File: src/rtl/mmc_cmd_pkg.sv
package mmc_cmd_pkg;
  // Command word layout
  localparam int IDX_W       = 6;
  localparam int CMD_W       = 11;
  localparam int BIT_RESP    = 6;
  localparam int BIT_LONG    = 7;
  localparam int BIT_WAITIRQ = 8;
  localparam int BIT_PEND    = 9;
  localparam int BIT_EN      = 10;
  // Status word layout
  localparam int STAT_W      = 11;
  localparam int ST_TIMEOUT  = 2;
  localparam int ST_RESPEND  = 6;
  localparam int ST_SENT     = 7;

  typedef enum logic {SEQ_IDLE, SEQ_WAIT} seq_state_e;
endpackage

File: src/rtl/mmc_cmd_seq.sv
module mmc_cmd_seq
  import mmc_cmd_pkg::*;
(
  input  logic             clk,
  input  logic             rst_n,
  input  logic             cmd_wr,
  input  logic [CMD_W-1:0] cmd_wdata,
  input  logic             card_done,
  output logic             issue,
  output logic             done_take,
  output logic [CMD_W-1:0] cmd_word
);
  seq_state_e       state_q, state_d;
  logic [CMD_W-1:0] cmd_q, cmd_d;
  logic             issue_q, issue_d;

  always_comb begin
    state_d   = state_q;
    cmd_d     = cmd_q;
    issue_d   = 1'b0;
    done_take = 1'b0;
    case (state_q)
      SEQ_IDLE: begin
        if (cmd_wr) begin
          cmd_d = cmd_wdata;
          if (cmd_wdata[BIT_EN]) begin
            if (cmd_wdata[BIT_WAITIRQ] || cmd_wdata[BIT_PEND]) begin
              cmd_d[BIT_EN] = 1'b0;
            end else begin
              issue_d = 1'b1;
              state_d = SEQ_WAIT;
            end
          end
        end
      end
      SEQ_WAIT: begin
        if (card_done) begin
          done_take     = 1'b1;
          cmd_d[BIT_EN] = 1'b0;
          state_d       = SEQ_IDLE;
        end
      end
      default: state_d = SEQ_IDLE;
    endcase
  end

  always_ff @(posedge clk or negedge rst_n) begin
    if (!rst_n) begin
      state_q <= SEQ_IDLE;
      cmd_q   <= '0;
      issue_q <= 1'b0;
    end else begin
      state_q <= state_d;
      cmd_q   <= cmd_d;
      issue_q <= issue_d;
    end
  end

  assign issue    = issue_q;
  assign cmd_word = cmd_q;


  issue_pulse_chk: assert property (@(posedge clk) disable iff (!rst_n)
    issue_q |=> !issue_q);

  issue_enable_chk: assert property (@(posedge clk) disable iff (!rst_n)
    issue_q |-> cmd_q[BIT_EN]);

  wait_hold_chk: assert property (@(posedge clk) disable iff (!rst_n)
    (state_q == SEQ_WAIT && !card_done) |=> (state_q == SEQ_WAIT && $stable(cmd_q)));
endmodule

File: src/rtl/mmc_resp_eval.sv
module mmc_resp_eval #(
  parameter int DATA_W     = 32,
  parameter int RESP_WORDS = 4,
  parameter int LEN_W      = $clog2(RESP_WORDS * DATA_W / 8 + 1)
) (
  input  logic                                 take,
  input  logic                                 want_resp,
  input  logic                                 want_long,
  input  logic [LEN_W-1:0]                     card_len,
  input  logic [RESP_WORDS*DATA_W-1:0]         card_data,
  output logic                                 set_sent,
  output logic                                 set_resp,
  output logic                                 set_timeout,
  output logic [RESP_WORDS-1:0][DATA_W-1:0]    words
);
  localparam int SHORT_BYTES = DATA_W / 8;
  localparam int LONG_BYTES  = RESP_WORDS * SHORT_BYTES;
  localparam int TOT_W       = RESP_WORDS * DATA_W;

  logic len_short, len_long, len_ok;

  assign len_short   = (card_len == LEN_W'(SHORT_BYTES));
  assign len_long    = (card_len == LEN_W'(LONG_BYTES));
  assign len_ok      = (len_short && !want_long) || len_long;
  assign set_sent    = take && !want_resp;
  assign set_resp    = take && want_resp && len_ok;
  assign set_timeout = take && want_resp && !len_ok;

  for (genvar j = 0; j < RESP_WORDS; j++) begin : g_word
    logic [DATA_W-1:0] slice;
    assign slice = card_data[TOT_W-1-j*DATA_W -: DATA_W];
    if (j == 0) begin : g_first
      assign words[j] = slice;
    end else if (j == RESP_WORDS - 1) begin : g_last
      assign words[j] = len_long ? {slice[DATA_W-1:1], 1'b0} : '0;
    end else begin : g_mid
      assign words[j] = len_long ? slice : '0;
    end
  end
endmodule

File: src/rtl/mmc_stat_irq.sv
module mmc_stat_irq
  import mmc_cmd_pkg::*;
#(
  parameter int NUM_IRQ = 2
) (
  input  logic                           clk,
  input  logic                           rst_n,
  input  logic [STAT_W-1:0]              set_vec,
  input  logic                           clr_en,
  input  logic [STAT_W-1:0]              clr_bits,
  input  logic [NUM_IRQ-1:0]             mask_we,
  input  logic [STAT_W-1:0]              mask_wdata,
  output logic [STAT_W-1:0]              status,
  output logic [NUM_IRQ-1:0][STAT_W-1:0] masks,
  output logic [NUM_IRQ-1:0]             irq
);
  logic [STAT_W-1:0] status_q, status_d;

  always_comb begin
    status_d = status_q;
    if (clr_en) status_d = status_d & ~clr_bits;
    status_d = status_d | set_vec;
  end

  always_ff @(posedge clk or negedge rst_n) begin
    if (!rst_n) status_q <= '0;
    else        status_q <= status_d;
  end

  assign status = status_q;

  for (genvar i = 0; i < NUM_IRQ; i++) begin : g_irq
    logic [STAT_W-1:0] mask_q, mask_d;
    always_comb begin
      mask_d = mask_q;
      if (mask_we[i]) mask_d = mask_wdata;
    end
    always_ff @(posedge clk or negedge rst_n) begin
      if (!rst_n) mask_q <= '0;
      else        mask_q <= mask_d;
    end
    assign masks[i] = mask_q;
    assign irq[i]   = |(status_q & mask_q);
  end


  clear_takes_chk: assert property (@(posedge clk) disable iff (!rst_n)
    clr_en |=> ((status_q & $past(clr_bits & ~set_vec)) == '0));

  sticky_chk: assert property (@(posedge clk) disable iff (!rst_n)
    !clr_en |=> ((status_q & $past(status_q)) == $past(status_q)));

  one_event_chk: assert property (@(posedge clk) disable iff (!rst_n)
    $onehot0(set_vec));
endmodule

File: src/rtl/mmc_cmd_ctrl.sv
module mmc_cmd_ctrl
  import mmc_cmd_pkg::*;
#(
  parameter int ADDR_W     = 4,
  parameter int DATA_W     = 32,
  parameter int RESP_WORDS = 4,
  parameter int NUM_IRQ    = 2,
  parameter int LEN_W      = $clog2(RESP_WORDS * DATA_W / 8 + 1)
) (
  input  logic                         clk,
  input  logic                         rst_n,
  input  logic                         reg_wr,
  input  logic [ADDR_W-1:0]            reg_waddr,
  input  logic [DATA_W-1:0]            reg_wdata,
  input  logic [ADDR_W-1:0]            reg_raddr,
  output logic [DATA_W-1:0]            reg_rdata,
  output logic                         card_req,
  output logic [IDX_W-1:0]             card_idx,
  output logic [DATA_W-1:0]            card_arg,
  input  logic                         card_done,
  input  logic [LEN_W-1:0]             card_len,
  input  logic [RESP_WORDS*DATA_W-1:0] card_data,
  output logic [NUM_IRQ-1:0]           irq
);
  localparam int A_ARG    = 0;
  localparam int A_CMD    = 1;
  localparam int A_RESP0  = 2;
  localparam int A_STATUS = A_RESP0 + RESP_WORDS;
  localparam int A_CLEAR  = A_STATUS + 1;
  localparam int A_MASK0  = A_CLEAR + 1;
  localparam int LONG_BYTES = RESP_WORDS * DATA_W / 8;

  logic [DATA_W-1:0]                arg_q, arg_d;
  logic [RESP_WORDS-1:0][DATA_W-1:0] resp_q, resp_d, words;
  logic [CMD_W-1:0]                 cmd_word;
  logic                             done_take, set_sent, set_resp, set_timeout;
  logic [STAT_W-1:0]                set_vec, status;
  logic [NUM_IRQ-1:0][STAT_W-1:0]   masks;
  logic [NUM_IRQ-1:0]               mask_we;
  logic                             cmd_wr, clr_en;

  assign cmd_wr = reg_wr && (reg_waddr == ADDR_W'(A_CMD));
  assign clr_en = reg_wr && (reg_waddr == ADDR_W'(A_CLEAR));

  for (genvar i = 0; i < NUM_IRQ; i++) begin : g_mwe
    assign mask_we[i] = reg_wr && (reg_waddr == ADDR_W'(A_MASK0 + i));
  end

  mmc_cmd_seq u_seq (
    .clk       (clk),
    .rst_n     (rst_n),
    .cmd_wr    (cmd_wr),
    .cmd_wdata (reg_wdata[CMD_W-1:0]),
    .card_done (card_done),
    .issue     (card_req),
    .done_take (done_take),
    .cmd_word  (cmd_word)
  );

  mmc_resp_eval #(
    .DATA_W     (DATA_W),
    .RESP_WORDS (RESP_WORDS),
    .LEN_W      (LEN_W)
  ) u_eval (
    .take        (done_take),
    .want_resp   (cmd_word[BIT_RESP]),
    .want_long   (cmd_word[BIT_LONG]),
    .card_len    (card_len),
    .card_data   (card_data),
    .set_sent    (set_sent),
    .set_resp    (set_resp),
    .set_timeout (set_timeout),
    .words       (words)
  );

  always_comb begin
    set_vec             = '0;
    set_vec[ST_SENT]    = set_sent;
    set_vec[ST_RESPEND] = set_resp;
    set_vec[ST_TIMEOUT] = set_timeout;
  end

  mmc_stat_irq #(.NUM_IRQ(NUM_IRQ)) u_stat (
    .clk        (clk),
    .rst_n      (rst_n),
    .set_vec    (set_vec),
    .clr_en     (clr_en),
    .clr_bits   (reg_wdata[STAT_W-1:0]),
    .mask_we    (mask_we),
    .mask_wdata (reg_wdata[STAT_W-1:0]),
    .status     (status),
    .masks      (masks),
    .irq        (irq)
  );

  always_comb begin
    arg_d  = arg_q;
    resp_d = resp_q;
    if (reg_wr && (reg_waddr == ADDR_W'(A_ARG))) arg_d = reg_wdata;
    if (set_resp) resp_d = words;
  end

  always_ff @(posedge clk or negedge rst_n) begin
    if (!rst_n) begin
      arg_q  <= '0;
      resp_q <= '0;
    end else begin
      arg_q  <= arg_d;
      resp_q <= resp_d;
    end
  end

  assign card_idx = cmd_word[IDX_W-1:0];
  assign card_arg = arg_q;

  always_comb begin
    reg_rdata = '0;
    if (reg_raddr == ADDR_W'(A_ARG))    reg_rdata = arg_q;
    if (reg_raddr == ADDR_W'(A_CMD))    reg_rdata = DATA_W'(cmd_word);
    if (reg_raddr == ADDR_W'(A_STATUS)) reg_rdata = DATA_W'(status);
    for (int j = 0; j < RESP_WORDS; j++) begin
      if (reg_raddr == ADDR_W'(A_RESP0 + j)) reg_rdata = resp_q[j];
    end
    for (int i = 0; i < NUM_IRQ; i++) begin
      if (reg_raddr == ADDR_W'(A_MASK0 + i)) reg_rdata = DATA_W'(masks[i]);
    end
  end


  long_lsb_chk: assert property (@(posedge clk) disable iff (!rst_n)
    (set_resp && card_len == LEN_W'(LONG_BYTES)) |=> !resp_q[RESP_WORDS-1][0]);

  timeout_keep_chk: assert property (@(posedge clk) disable iff (!rst_n)
    (set_timeout || set_sent) |=> $stable(resp_q));
endmodule

File: config.mk
export PLATFORM = sky130hd
export DESIGN_NAME = mmc_cmd_ctrl
export DESIGN_NICKNAME = d
export VERILOG_FILES = /design/src/rtl/mmc_cmd_pkg.sv /design/src/rtl/mmc_cmd_seq.sv /design/src/rtl/mmc_resp_eval.sv /design/src/rtl/mmc_stat_irq.sv /design/src/rtl/mmc_cmd_ctrl.sv
export SDC_FILE = /design/constraint.sdc
export NUM_CORES = 1
export LEC_CHECK = 0
export ABC_CLOCK_PERIOD_IN_PS = 1900
export BUFFER_PORTS_ARGS = -buffer_cell sky130_fd_sc_hd__buf_4
export CAP_MARGIN = 5
export CORE_MARGIN = 5
export CORE_UTILIZATION = 48
export DETAILED_ROUTE_END_ITERATION = 7
export GPL_ROUTABILITY_DRIVEN = 0
export PLACE_DENSITY = 0.83
export SLEW_MARGIN = 10
export SYNTH_ARGS = -nofsm -noshare
export SYNTH_HDL_FRONTEND = slang
export SYNTH_SLANG_ARGS = --single-unit
File: constraint.sdc
create_clock -name clk -period 1.9 [get_ports clk]
set_input_delay 0.19 -clock clk [delete_from_list [all_inputs] [get_ports clk]]
set_output_delay 0.19 -clock clk [all_outputs]
set_load 0.02 [all_outputs]
# After elaboration in Yosys (flattened, before gate mapping)
# Cells that the tools add are included.
[word_totals] regBits=206 latch_bits=0 mem_bits_rw=0 rom_bits=0 in_bits=177 output_inout_bits=73 mem_count=0
[classes] addsub=0 mul=0 div_mod_pow=0 magnitude_cmp=0 eq_ne=16 n_shift=0 mux=24 bitwise_logic=6 reduce_logical=21
[op_table] op="32-bit 2-to-1 mux" n=12
[op_table] op="11-bit AND" n=3
[op_table] op="11-bit 2-to-1 mux" n=2
[op_table] op="11-bit OR reduction" n=2
[op_table] op="4-bit by 3-bit == test with 1-bit output (second input constant)" n=4
[op_table] op="4-bit == test (second input constant)" n=4
[op_table] op="11-bit NOT" n=1
[op_table] op="11-bit by 8-bit bitwise OR with 11-bit output" n=1
[op_table] op="1-bit logical AND" n=10
[op_table] op="4-bit by 1-bit == test with 1-bit output (second input constant)" n=2
[op_table] op="4-bit by 2-bit == test with 1-bit output (second input constant)" n=2
[op_table] op="4-bit logical NOT" n=2
[op_table] op="1-bit 2-to-1 mux" n=8
[op_table] op="5-bit by 3-bit == test with 1-bit output (second input constant)" n=1
[op_table] op="5-bit == test (second input constant)" n=1
[op_table] op="2-bit != test (second input constant)" n=2
[op_table] op="1-bit case mux with 2 select lines" n=2
[op_table] op="2-bit AND reduction" n=2
[op_table] op="1-bit logical NOT" n=3
[op_table] op="1-bit logical OR" n=2
[op_table] op="1-bit NOT" n=1

# Longest topological paths before layout
[depth] depth_word=10 ltp_mapped=7 depth_no_buf=4

# Hierarchy
# Synthesis repeated with hierarchy kept, for this count alone.
[hier_totals] cells_unflattened=927 hier_area_um2=10899.2
[by_module_without_submodules] module="mmc_cmd_ctrl" n_inst=1 cells_per_inst=645 area_each_um2=7955.1 seq_area_each_um2=4003.8
[by_module_without_submodules] module="mmc_stat_irq" n_inst=1 cells_per_inst=93 area_each_um2=1321.3 seq_area_each_um2=825.8
[by_module_without_submodules] module="mmc_resp_eval" n_inst=1 cells_per_inst=157 area_each_um2=1066.0 seq_area_each_um2=0.0
[by_module_without_submodules] module="mmc_cmd_seq" n_inst=1 cells_per_inst=32 area_each_um2=556.8 seq_area_each_um2=325.3

# Worst setup path before layout
# OpenSTA, ideal clock, no wires.
[synth_path] path_type="reg2out" from="register arg_q[10], in the netlist card_arg[10]" to="output port reg_rdata[10]" arrival_time_ns=1.635 slack_ns=0.075 stages_incl_launch_ff=5 cell_sequence="dfrtp_1 -> or3b_1 -> a21oi_1 -> o21ai_1 -> a222oi_1"
[synth_via] elab_chain_cells=9
[synth_lines] element="start: declaration" line_no="mmc_cmd_ctrl.sv:33" rtl="logic [DATA_W-1:0] arg_q, arg_d;"
[synth_lines] element="start signal: assignment" line_no="mmc_cmd_ctrl.sv:108" rtl="arg_q <= arg_d;"
[synth_lines] element="32-bit 2-to-1 mux" line_no="mmc_cmd_ctrl.sv:118" rtl="if (reg_raddr == ADDR_W'(A_ARG)) reg_rdata = arg_q;"
[synth_lines] element="32-bit 2-to-1 mux" line_no="mmc_cmd_ctrl.sv:119" rtl="if (reg_raddr == ADDR_W'(A_CMD)) reg_rdata = DATA_W'(cmd_word);"
[synth_lines] element="32-bit 2-to-1 mux" line_no="mmc_cmd_ctrl.sv:120" rtl="if (reg_raddr == ADDR_W'(A_STATUS)) reg_rdata = DATA_W'(status);"
[synth_lines] element="32-bit 2-to-1 mux (4 in a row)" line_no="mmc_cmd_ctrl.sv:122" rtl="if (reg_raddr == ADDR_W'(A_RESP0 + j)) reg_rdata = resp_q[j];"
[synth_lines] element="32-bit 2-to-1 mux (2 in a row)" line_no="mmc_cmd_ctrl.sv:125" rtl="if (reg_raddr == ADDR_W'(A_MASK0 + i)) reg_rdata = DATA_W'(masks[i]);"
[synth_lines] element="end: declaration" line_no="mmc_cmd_ctrl.sv:16" rtl="output logic [DATA_W-1:0] reg_rdata,"
# No other way between the ends.

# Worst setup path in the final report
# Same ends and word-level chain as after synthesis.

==> impl_metrics.tcl <==
set metrics [dict create \
    status "complete, but fails checks" \
    violations "negative setup slack" \
    stdcell_count 1480 \
    ios 250 \
    critPathKind "register to output pin" \
    crit_slowest_cell "dfrtp_1" \
    cts_htree_levels 1 \
    syn_inst 773 \
    synth_ff_type "dfrtp_1" \
    rr_startpoint "u_seq.cmd_word[7]" \
    grt_usage 0.3140 \
    wl_per_cell_um 25.38 \
    drt_iter0_drc 901 \
    area_growth_syn_to_layout_pct 53.91 \
    ir_drop_mv 0.7045 \
    cts_tree "built" \
    antenna_found_initial 0 \
    dieWidth_um 151.0 \
    ant_nets 0 \
    root_buffer "clkbuf_16" \
    cp.required_ns 1.71 \
    grt_first_pass_wirelength_um 55010 \
    via_count 9100 \
    vias_per_cell 6.149 \
    synth.top_cell.area_share 0.5374 \
    cp-end-kind "output pin" \
    initial_core_util 0.4889 \
    slew_headroom 0.5949 \
    tightestPinTransition_ns 0.6077 \
    netlist_top_cells_area "dfrtp_1 (54%), mux2_2 (11%), a22o_1 (9.0%), mux2i_1 (3.4%), a22oi_1 (1.7%)" \
    n_antenna_cell 0 \
    grt_max_degree 96 \
    dieArea_um2 22810 \
    hold_path_depth 4 \
    nNetsFinal 1375 \
    r2r_end "resp_q[31]" \
    rsz0062_at_grt "yes" \
    path_max_fanout 2 \
    r2r_slack_ns 0.04 \
    min_period_ns 2.263 \
    min_from "card_len[0]" \
    fin_tns_setup_ns -1.546 \
    clk_pin_slew_ns 0.06 \
    timing.hold.ws_ns 0.01248 \
    numCtsBuffers 23 \
    final_max_slew_viol_count 0 \
    grt-ovfl-total 0 \
    dr.pass1.iters 5 \
    synth_edf_count 0 \
    hold_violations 0 \
    dpl.hpwl_um 21650 \
    syn_area_um2 9547 \
    coreArea_um2 19530 \
    portBuffers 248 \
    r2r_cells 6 \
    worstPathArrival_ns 2.07 \
    whs_endpoint "u_stat.status[6]" \
    wl_um 37570 \
    drc 0 \
    synth_top_cell_by_area "dfrtp_1" \
    max_freq_mhz 441.8 \
    final.setup.worst_slack_ns -0.3632 \
    rows 51 \
    die_h_um 151.0 \
    skew_ns 0.02030 \
    drive_gt1_frac 0.4165 \
    ys_seq_elements 205 \
    setup_viol 13 \
    yosysWarnings 0 \
    cap_violations 0 \
    syn-num-nets 950 \
    insertion_delay_ns 0.52 \
    dp_cells 1263 \
    critPathMaxStageDelay_ns 0.39 \
    synthArstFlopShare 1.000 \
    fill_cells 1153 \
    path_delay_family "compound AO/OA/AOI/OAI gates" \
    p_leak_nw 6.956 \
    ys_types 56 \
    worstHoldPathType "input pin to register" \
    min_period_over_period 1.191 \
    worstPathCellList "or3b_1 > a21oi_1 > o21ai_1 > a222oi_1 > buf_4 > buf_6" \
    avgSynthCellArea_um2 12.35 \
    clock-sinks 205 \
    grt_pass1_vias 9608 \
    p_per_area_nw_per_um2 835.5 \
    clockBufferDepth 3 \
    start_kind "register" \
    crit_buf_inv 2 \
    ys_seq_area_frac 0.5374 \
]
-- worst reg2reg max path, delay by kind of cell, from the launching register on --
family / cells / cell delay (ns)
compound gates: 1 / 0.09
buf+inv: 2 / 0.38
flops: 1 / 0.42
mux: 1 / 0.30
simple gates: 2 / 0.54
-- cell type report --
| type | count | area, um2 | share of cell area |
|---|---|---|---|
| inverter | 9 | 33.78 | 0.002299 |
| clock buffer | 28 | 634.4 | 0.04317 |
| sequential | 205 | 5136 | 0.3496 |
| timing repair buffer | 469 | 4133 | 0.2813 |
| tap | 265 | 331.6 | 0.02257 |
| clock inverter | 14 | 186.4 | 0.01269 |
| multi-input combinational | 490 | 4238 | 0.2884 |
-- Yosys cell counts (7+ instances only) --
library cell / number
a22oi_1: 22
a21oi_1: 16
dfrtp_1: 205
buf_6: 8
mux2i_1: 32
mux2_2: 91
buf_2: 26
clkbuf_1: 21
a221o_1: 10
nor3b_1: 7
o211ai_1: 12
a211oi_1: 9
nand2_1: 26
nor2_1: 28
inv_1: 8
nand2b_1: 10
buf_4: 11
o22ai_1: 19
a221oi_1: 10
o21ai_0: 18
a21boi_0: 8
a22o_1: 98
nor2b_1: 11
-- worst max-delay path by stage --
stage	start	end	slack [ns]	cells past startpoint
floorplan	card_arg[10]	reg_rdata[10]	0.07	4
global placement	reg_raddr[2]	reg_rdata[7]	0.05	8
detailed placement	reg_raddr[2]	reg_rdata[2]	0.04	8
CTS	card_arg[10]	reg_rdata[10]	-0.38	6
global route	card_arg[10]	reg_rdata[10]	-0.40	6
finish	card_arg[10]	reg_rdata[10]	-0.36	6
-- power by group --
| group | internal (W) | switching (W) | total, W |
|---|---|---|---|
| Combinational | 0.00126 | 0.00110 | 0.00236 |
| Sequential | 0.00470 | 0.000364 | 0.00506 |
| Clock | 0.00294 | 0.00192 | 0.00485 |
| Total | 0.00889 | 0.00338 | 0.0123 |
-- what timing repair did --
| action | CTS | global route |
|---|---|---|
| setup endpoints to repair | 14 | 156 |
| pin swaps | 22 | 13 |
| hold endpoints to repair | 246 | 0 |
| gates resized for setup | 37 | 44 |
| buffers inserted | 7 | 3 |
| hold buffers | 161 | 0 |
| cloned | 0 | 4 |
-- registers in the layout, indices dropped and copies added, names as in the netlist --
| signal | count |
|---|---|
| u_seq.cmd_word | 11 |
| u_seq.state_q | 1 |
| u_stat.status | 11 |
| u_stat.g_irq.mask_q | 22 |
| card_arg | 32 |
| u_seq.issue | 1 |
| resp_q | 127 |
-- stage by stage --
step                      instance area, um2  worst slack [ns]  total power (W)  utilization
after floorplan                         9547           0.07475         0.005919            -
after CTS                              14430           -0.3845          0.01204       0.7388
after global placement                 11800           0.04501         0.006900       0.6044
final                                  14690           -0.3632          0.01228       0.7525
after detailed placement               11800           0.04383         0.006940       0.6044
after global routing                   14690           -0.4009          0.01265       0.7525
-- kinds of logic (layout without fill, tap and decap cells) --
family | after synthesis | after routing | synth area share
AO/OA/AOI/OAI | 247 | 247 | 0.2009
XOR/XNOR | 1 | 1 | 0.0009176
multiplexers | 129 | 129 | 0.1499
buffers and inverters | 78 | 520 | 0.04482
flip-flops | 205 | 205 | 0.5374
AND/OR/NAND/NOR | 113 | 113 | 0.06605
-- cells in the final DEF, fill, tap and decap left out, types with 7 or more instances in the layout --
cell type / instances
a221oi_2: 7
dfrtp_1: 200
nand2_1: 24
a221o_1: 10
nand2b_1: 10
buf_6: 14
dlygate4sd3_1: 161
a21oi_1: 10
o21ai_1: 9
a21boi_0: 8
o22ai_1: 15
mux2i_1: 29
a22oi_1: 21
buf_12: 7
clkbuf_16: 25
mux2_2: 90
buf_4: 282
a22o_1: 98
inv_1: 8
nor2b_1: 9
nor2_1: 26
o211ai_1: 12
o21ai_0: 11
-- layer usage --
metal / up-vias / share of wire / wire [um] / global-route usage
li1: 3789 / - / - / -
met1: 4514 / 0.37 / 13840 / 0.3894
met2: 616 / 0.49 / 18450 / 0.5354
met3: 181 / 0.081 / 3040 / 0.05955
met4: 0 / 0.059 / 2230 / 0.1396
met5: - / 0 / 0 / 0
Note: power is estimated with default switching activity, not from simulation.
